**src/rtl/trc_pkg.sv**
```systemverilog
package trc_pkg;
  typedef enum logic [1:0] {
    RA_CTRL = 2'd0,
    RA_POS  = 2'd1,
    RA_FLOW = 2'd2
  } reg_addr_e;

  typedef struct packed {
    logic       en;
    logic       halt;
    logic       ram_priv;
    logic       wpriv;
    logic       stop_en;
    logic       start_en;
    logic [4:0] size;
  } ctrl_t;

  localparam int PKT_W = 64;
  localparam int REG_W = 32;
endpackage

```
**src/rtl/trc_ptr.sv**
```systemverilog
module trc_ptr
  import trc_pkg::*;
#(
  parameter int AW = 16
) (
  input  logic          clk,
  input  logic          rst_n,
  input  logic [4:0]    size,
  input  logic          adv,
  input  logic          sw_wr,
  input  logic [AW-4:0] sw_ptr,
  input  logic          sw_wrap,
  output logic [AW-4:0] ptr_q,
  output logic          wrap_q
);
  localparam int PW = AW - 3;
  localparam logic [4:0] SZ_MAX = 5'(AW - 4);

  logic [4:0]    sz_eff;
  logic [PW-1:0] lm;
  logic [PW-1:0] ptr_d;
  logic          wrap_d;
  logic          ptr_ce;

  assign sz_eff = (size > SZ_MAX) ? SZ_MAX : size;

  for (genvar i = 0; i < PW; i++) begin : g_lm
    assign lm[i] = (5'(i) <= sz_eff);
  end

  assign ptr_ce = sw_wr | adv;

  always_comb begin
    ptr_d  = ptr_q;
    wrap_d = wrap_q;
    if (sw_wr) begin
      ptr_d  = sw_ptr;
      wrap_d = sw_wrap;
    end else if (adv) begin
      ptr_d = (ptr_q & ~lm) | ((ptr_q + PW'(1)) & lm);
      if ((ptr_q & lm) == lm) wrap_d = 1'b1;
    end
  end

  always_ff @(posedge clk or negedge rst_n) begin
    if (!rst_n) begin
      ptr_q  <= '0;
      wrap_q <= 1'b0;
    end else if (ptr_ce) begin
      ptr_q  <= ptr_d;
      wrap_q <= wrap_d;
    end
  end


  wrap_clear_chk: assert property (@(posedge clk) disable iff (!rst_n)
    (adv && !sw_wr && ((ptr_q & lm) == lm)) |=> (wrap_q && ((ptr_q & $past(lm)) == '0)));


  upper_keep_chk: assert property (@(posedge clk) disable iff (!rst_n)
    (adv && !sw_wr) |=> ((ptr_q & ~$past(lm)) == $past(ptr_q & ~lm)));
endmodule

```
**src/rtl/trc_regs.sv**
```systemverilog
module trc_regs
  import trc_pkg::*;
#(
  parameter int AW = 16
) (
  input  logic              clk,
  input  logic              rst_n,
  input  logic              reg_sel,
  input  logic              reg_wr,
  input  logic [1:0]        reg_addr,
  input  logic [REG_W-1:0]  reg_wdata,
  input  logic              reg_priv,
  input  logic              start_in,
  input  logic              stop_in,
  input  logic              wm_hit,
  output ctrl_t             ctrl_q,
  output logic [AW-4:0]     wm_q,
  output logic              autostop_q,
  output logic              pos_wr
);
  ctrl_t         ctrl_d;
  logic          wr_ok, wr_ctrl, wr_flow;
  logic          start_hit, stop_hit, wm_stop;
  logic          ctrl_ce;
  logic          unused_wd;

  assign unused_wd = ^reg_wdata;

  assign wr_ok   = reg_sel && reg_wr && (!ctrl_q.wpriv || reg_priv);
  assign wr_ctrl = wr_ok && (reg_addr == RA_CTRL);
  assign pos_wr  = wr_ok && (reg_addr == RA_POS);
  assign wr_flow = wr_ok && (reg_addr == RA_FLOW);

  assign start_hit = ctrl_q.start_en && start_in;
  assign stop_hit  = ctrl_q.stop_en && stop_in;
  assign wm_stop   = wm_hit && autostop_q;
  assign ctrl_ce   = wr_ctrl | start_hit | stop_hit | wm_hit;

  always_comb begin
    ctrl_d = ctrl_q;
    if (wr_ctrl) begin
      ctrl_d.en       = reg_wdata[31];
      ctrl_d.halt     = reg_wdata[9];
      ctrl_d.ram_priv = reg_wdata[8];
      ctrl_d.wpriv    = reg_wdata[7];
      ctrl_d.stop_en  = reg_wdata[6];
      ctrl_d.start_en = reg_wdata[5];
      ctrl_d.size     = reg_wdata[4:0];
    end
    if (wm_hit) ctrl_d.halt = 1'b1;
    if (stop_hit || wm_stop) ctrl_d.en = 1'b0;
    else if (start_hit)      ctrl_d.en = 1'b1;
  end

  always_ff @(posedge clk or negedge rst_n) begin
    if (!rst_n) begin
      ctrl_q <= '0;
    end else if (ctrl_ce) begin
      ctrl_q <= ctrl_d;
    end
  end

  always_ff @(posedge clk or negedge rst_n) begin
    if (!rst_n) begin
      wm_q       <= '0;
      autostop_q <= 1'b0;
    end else if (wr_flow) begin
      wm_q       <= reg_wdata[AW-1:3];
      autostop_q <= reg_wdata[0];
    end
  end


  stop_wins_chk: assert property (@(posedge clk) disable iff (!rst_n)
    stop_hit |=> !ctrl_q.en);


  start_sets_chk: assert property (@(posedge clk) disable iff (!rst_n)
    (start_hit && !stop_hit && !wm_stop) |=> ctrl_q.en);


  user_wr_ignored_chk: assert property (@(posedge clk) disable iff (!rst_n)
    (reg_sel && reg_wr && !reg_priv && ctrl_q.wpriv) |=> ($stable(ctrl_q.size) && $stable(wm_q)));


  wm_halt_chk: assert property (@(posedge clk) disable iff (!rst_n)
    wm_hit |=> ctrl_q.halt);
endmodule

```
**src/rtl/trc_ram_gate.sv**
```systemverilog
module trc_ram_gate
  import trc_pkg::*;
(
  input  logic             ram_priv_en,
  input  logic             ram_acc_wr,
  input  logic             ram_acc_priv,
  input  logic [PKT_W-1:0] ram_rd_raw,
  output logic [PKT_W-1:0] ram_rd_data,
  output logic             ram_wr_ok
);
  logic blocked;

  assign blocked     = ram_priv_en && !ram_acc_priv;
  assign ram_rd_data = blocked ? '0 : ram_rd_raw;
  assign ram_wr_ok   = ram_acc_wr && !blocked;


  always_comb begin
    ram_gate_chk: assert (!(ram_wr_ok && ram_priv_en && !ram_acc_priv));
  end
endmodule

```
**src/rtl/trace_ring_ctrl.sv**
```systemverilog
module trace_ring_ctrl
  import trc_pkg::*;
#(
  parameter int AW = 16
) (
  input  logic             clk,
  input  logic             rst_n,
  input  logic             pkt_valid,
  input  logic [63:0]      pkt_data,
  output logic             mem_we,
  output logic [AW-1:0]    mem_addr,
  output logic [63:0]      mem_wdata,
  input  logic             reg_sel,
  input  logic             reg_wr,
  input  logic [1:0]       reg_addr,
  input  logic [31:0]      reg_wdata,
  input  logic             reg_priv,
  output logic [31:0]      reg_rdata,
  input  logic             ram_acc_wr,
  input  logic             ram_acc_priv,
  input  logic [63:0]      ram_rd_raw,
  output logic [63:0]      ram_rd_data,
  output logic             ram_wr_ok,
  input  logic             start_in,
  input  logic             stop_in,
  input  logic             dbg_allow,
  output logic             halt_req_o
);
  localparam int PW = AW - 3;

  logic          rst_s1, rst_s2;
  ctrl_t         ctrl_q;
  logic [PW-1:0] wm_q, ptr_q;
  logic          autostop_q, pos_wr, wrap_q, wm_hit;

  always_ff @(posedge clk or negedge rst_n) begin
    if (!rst_n) begin
      rst_s1 <= 1'b0;
      rst_s2 <= 1'b0;
    end else begin
      rst_s1 <= 1'b1;
      rst_s2 <= rst_s1;
    end
  end

  assign mem_we    = ctrl_q.en && pkt_valid;
  assign mem_addr  = {ptr_q, 3'b000};
  assign mem_wdata = pkt_data;
  assign wm_hit    = mem_we && (ptr_q == wm_q);
  assign halt_req_o = ctrl_q.halt && dbg_allow;

  trc_regs #(.AW(AW)) regs_i (
    .clk(clk), .rst_n(rst_s2),
    .reg_sel(reg_sel), .reg_wr(reg_wr), .reg_addr(reg_addr),
    .reg_wdata(reg_wdata), .reg_priv(reg_priv),
    .start_in(start_in), .stop_in(stop_in), .wm_hit(wm_hit),
    .ctrl_q(ctrl_q), .wm_q(wm_q), .autostop_q(autostop_q), .pos_wr(pos_wr)
  );

  trc_ptr #(.AW(AW)) ptr_i (
    .clk(clk), .rst_n(rst_s2), .size(ctrl_q.size), .adv(mem_we),
    .sw_wr(pos_wr), .sw_ptr(reg_wdata[AW-1:3]), .sw_wrap(reg_wdata[2]),
    .ptr_q(ptr_q), .wrap_q(wrap_q)
  );

  trc_ram_gate gate_i (
    .ram_priv_en(ctrl_q.ram_priv), .ram_acc_wr(ram_acc_wr),
    .ram_acc_priv(ram_acc_priv), .ram_rd_raw(ram_rd_raw),
    .ram_rd_data(ram_rd_data), .ram_wr_ok(ram_wr_ok)
  );

  always_comb begin
    case (reg_addr)
      RA_CTRL: reg_rdata = {ctrl_q.en, 21'b0, ctrl_q.halt, ctrl_q.ram_priv,
                            ctrl_q.wpriv, ctrl_q.stop_en, ctrl_q.start_en, ctrl_q.size};
      RA_POS:  reg_rdata = {{(32-AW){1'b0}}, ptr_q, wrap_q, 2'b00};
      RA_FLOW: reg_rdata = {{(32-AW){1'b0}}, wm_q, 2'b00, autostop_q};
      default: reg_rdata = '0;
    endcase
  end


  no_write_idle_chk: assert property (@(posedge clk) disable iff (!rst_s2)
    (!ctrl_q.en && !pos_wr) |=> $stable(ptr_q));
endmodule

```
**config.mk**
```make
export PLATFORM = sky130hd
export DESIGN_NAME = trace_ring_ctrl
export DESIGN_NICKNAME = d
export VERILOG_FILES = /design/src/rtl/trc_pkg.sv /design/src/rtl/trc_ptr.sv /design/src/rtl/trc_regs.sv /design/src/rtl/trc_ram_gate.sv /design/src/rtl/trace_ring_ctrl.sv
export SDC_FILE = /design/constraint.sdc
export NUM_CORES = 1
export LEC_CHECK = 0
export ABC_AREA = 0
export BUFFER_PORTS_ARGS = -buffer_cell sky130_fd_sc_hd__buf_4
export CAP_MARGIN = 20
export CORE_AREA = 2 2 138 140
export DETAILED_ROUTE_END_ITERATION = 16
export DIE_AREA = 0 0 140 142
export GPL_TIMING_DRIVEN = 1
export PLACE_DENSITY_LB_ADDON = 0.08
export SLEW_MARGIN = 20
export SYNTH_ARGS = -nofsm -noshare
export SYNTH_HDL_FRONTEND = slang
export SYNTH_SLANG_ARGS = --single-unit
```
**constraint.sdc**
```tcl
create_clock -name clk -period 3.4 [get_ports clk]
set_input_delay 0.17 -clock clk [delete_from_list [all_inputs] [get_ports clk]]
set_output_delay 0.17 -clock clk [all_outputs]
set_load 0.02 [all_outputs]
```
==> flow_summary.json <==
{
  "status": "finished, violations left",
  "violations": "DRC",
  "clkSlewWorstSetupHoldPaths_ps": 60,
  "port_buffers": 190,
  "end_kind": "output port",
  "grt_overflow_total": 0,
  "grt_pass1_vias": 3226,
  "setup_ws_ps": 1340,
  "setup_tns_ps": 0,
  "ys_warn_count": 0,
  "mappedNetlistArea_um2": 3540,
  "antenna_found_initial": 2,
  "critical_path_class": "reg -> out",
  "finClkSkew_ps": 4.17,
  "grt_pass1_wl_mm": 20.0,
  "hp-class": "in -> reg",
  "min_period_ps": 2060,
  "fmax_mhz": 485,
  "max_cap_viol_count": 0,
  "viasPerCell": 4.15,
  "start_util": 0.192,
  "drive_gt1_frac": 0.430,
  "synth_top_flop_cell": "dfrtp_1",
  "fin_util": 0.262,
  "worst_ep_arrival_time_ps": 1890,
  "area_growth_pct": 36.6,
  "wirelength_mm": 13.9,
  "yosysSeqAreaShare": 0.290,
  "clkLatencyLatePin_ps": 290,
  "timing.hold.ws_ps": 98.9,
  "die_h_um": 142,
  "cts_max_level": 2,
  "ys_types": 48,
  "die_w_um": 140,
  "drt-pass1-iter-count": 10,
  "wl_per_cell_um": 18.1,
  "dp_hpwl_mm": 11.4,
  "p_per_area_nw_per_um2": 553,
  "worstPathMaxFanout": 65,
  "finalCritPeriodShare": 0.607,
  "tightest_slew_ps": 1020,
  "ant_nets": 0,
  "cp-start-kind": "register",
  "fin_cells": 768,
  "cts_root_buffer": "clkbuf_16",
  "dp.cells": 757,
  "syn_avg_cell_area_um2": 8.54,
  "row_count": 50,
  "gp_congestion": 0.764,
  "critPathRequiredTime_ps": 3230,
  "slew_viol_final": 0,
  "synth_edf_count": 0,
  "cts_tree": "yes",
  "cts_made_buffers": 5,
  "nets": 706,
  "finalHoldViolCount": 0,
  "vdd_drop_max_uv": 267,
  "cts.path.max_buffers": 2,
  "via_count": 3187,
  "ys_ff_latch": 41,
  "rsz0062_at_grt": "false",
  "remaining_drc_errors": 25,
  "layout.cells.most_common_list": "195 x buf_4, 67 x and2_1, 41 x dfrtp_1",
  "relSlewSlack": 0.314,
  "cts_sinks": 41,
  "synth_cells": 415,
  "first_iter_violations": 213,
  "preCtsSetupSlack_ps": 1370,
  "core_area_um2": 18500,
  "p_leak_nw": 2.24,
  "final_common_cell": "buf_4",
  "grt_usage": 0.133,
  "synthArstFlopShare": 1.00,
  "num_io_pins": 352,
  "setup_violations": 0,
  "die_area_um2": 19900,
  "grt_max_degree": 66
}
[report_power, final]
group | total, mW | internal (mW) | switching [mW]
Clock | 0.570 | 0.367 | 0.203
Combinational | 1.24 | 0.580 | 0.658
Sequential | 0.871 | 0.620 | 0.251
[cells by family after synthesis]
| logic type | Yosys count | synth area share |
|---|---|---|
| and+or+nand+nor | 148 | 0.237 |
| DFF | 41 | 0.290 |
| other | 2 | 0.00212 |
| buffers and inverters | 112 | 0.214 |
| adders and majority gates | 3 | 0.00989 |
| AOI/OAI and AO/OA | 52 | 0.0879 |
| muxes | 33 | 0.100 |
| xor gates and xnor gates | 24 | 0.0593 |
[worst max-delay path, cell delays in order, from the launching register on]
cell and delay (ps):
dfrtp_1 410, nand2b_2 660, and2_1 350, buf_4 180
[routing by layer]
layer / part of all wire / GRT usage
met5: 0 / 0
met4: 0.025 / 0.0494
met3: 0.051 / 0.0205
met2: 0.51 / 0.230
met1: 0.41 / 0.166
[synthesized netlist by cell type (4+ instances only)]
| cell type | number | share of area |
|---|---|---|
| mux2_2 | 20 | 0.064 |
| nand3_1 | 9 | 0.013 |
| buf_4 | 83 | 0.18 |
| o21ai_0 | 24 | 0.034 |
| nand4_1 | 6 | 0.011 |
| a21oi_1 | 11 | 0.016 |
| nand2_1 | 28 | 0.030 |
| clkbuf_1 | 14 | 0.015 |
| nor4_1 | 4 | 0.0071 |
| nor2_1 | 14 | 0.015 |
| and2_1 | 67 | 0.12 |
| nor3_1 | 4 | 0.0056 |
| dfrtp_1 | 41 | 0.29 |
| inv_1 | 7 | 0.0074 |
| mux2i_1 | 13 | 0.037 |
| xnor2_1 | 8 | 0.020 |
| a22o_1 | 6 | 0.015 |
| buf_2 | 4 | 0.0056 |
| xor2_1 | 16 | 0.040 |
[layout make-up]
cell class,count,area (um2)
Antenna cell,2,5.00
Clock buffer,7,143
Clock inverter,1,30.0
Fill cell,2067,13600
Inverter,7,26.3
Multi-Input combinational cell,280,1840
Sequential cell,41,1030
Tap cell,234,293
Timing Repair Buffer,196,1470
[path summary, 6_finish.rpt]
| check | startpoint | end | slack, ps | cells past startpoint |
|---|---|---|---|---|
| worst min register to register | rst_s2 | regs_i.ctrl_q[5] | 320 | 1 |
| worst min-delay path | reg_wdata[2] | regs_i.ctrl_q[2] | 100 | 3 |
| max in group asynchronous | rst_s2 | ptr_i.wrap_q | 2690 | 1 |
| min in group asynchronous | rst_n | rst_s1 | 190 | 2 |
| worst max-delay path | regs_i.ctrl_q[8] | ram_rd_data[33] | 1340 | 3 |
| worst max register to register | regs_i.ctrl_q[7] | regs_i.ctrl_q[10] | 1410 | 5 |
[per-stage QoR]
| stage | cell area, um2 | total power [mW] |
|---|---|---|
| final | 4840 | 2.68 |
| after global routing | 4840 | 2.87 |
| after CTS | 4840 | 2.72 |
| after detailed placement | 4650 | 2.14 |
| after global placement | 4650 | 2.14 |
| after floorplan | 3610 | 1.70 |
[what timing repair did]
item | in CTS | in global routing
gates resized for setup | 0 | 0
hold buffers | 1 | 0
buffers inserted | 0 | 0
endpoints found under the hold margin | 2 | 0
Power figures use the tool's default switching activity.
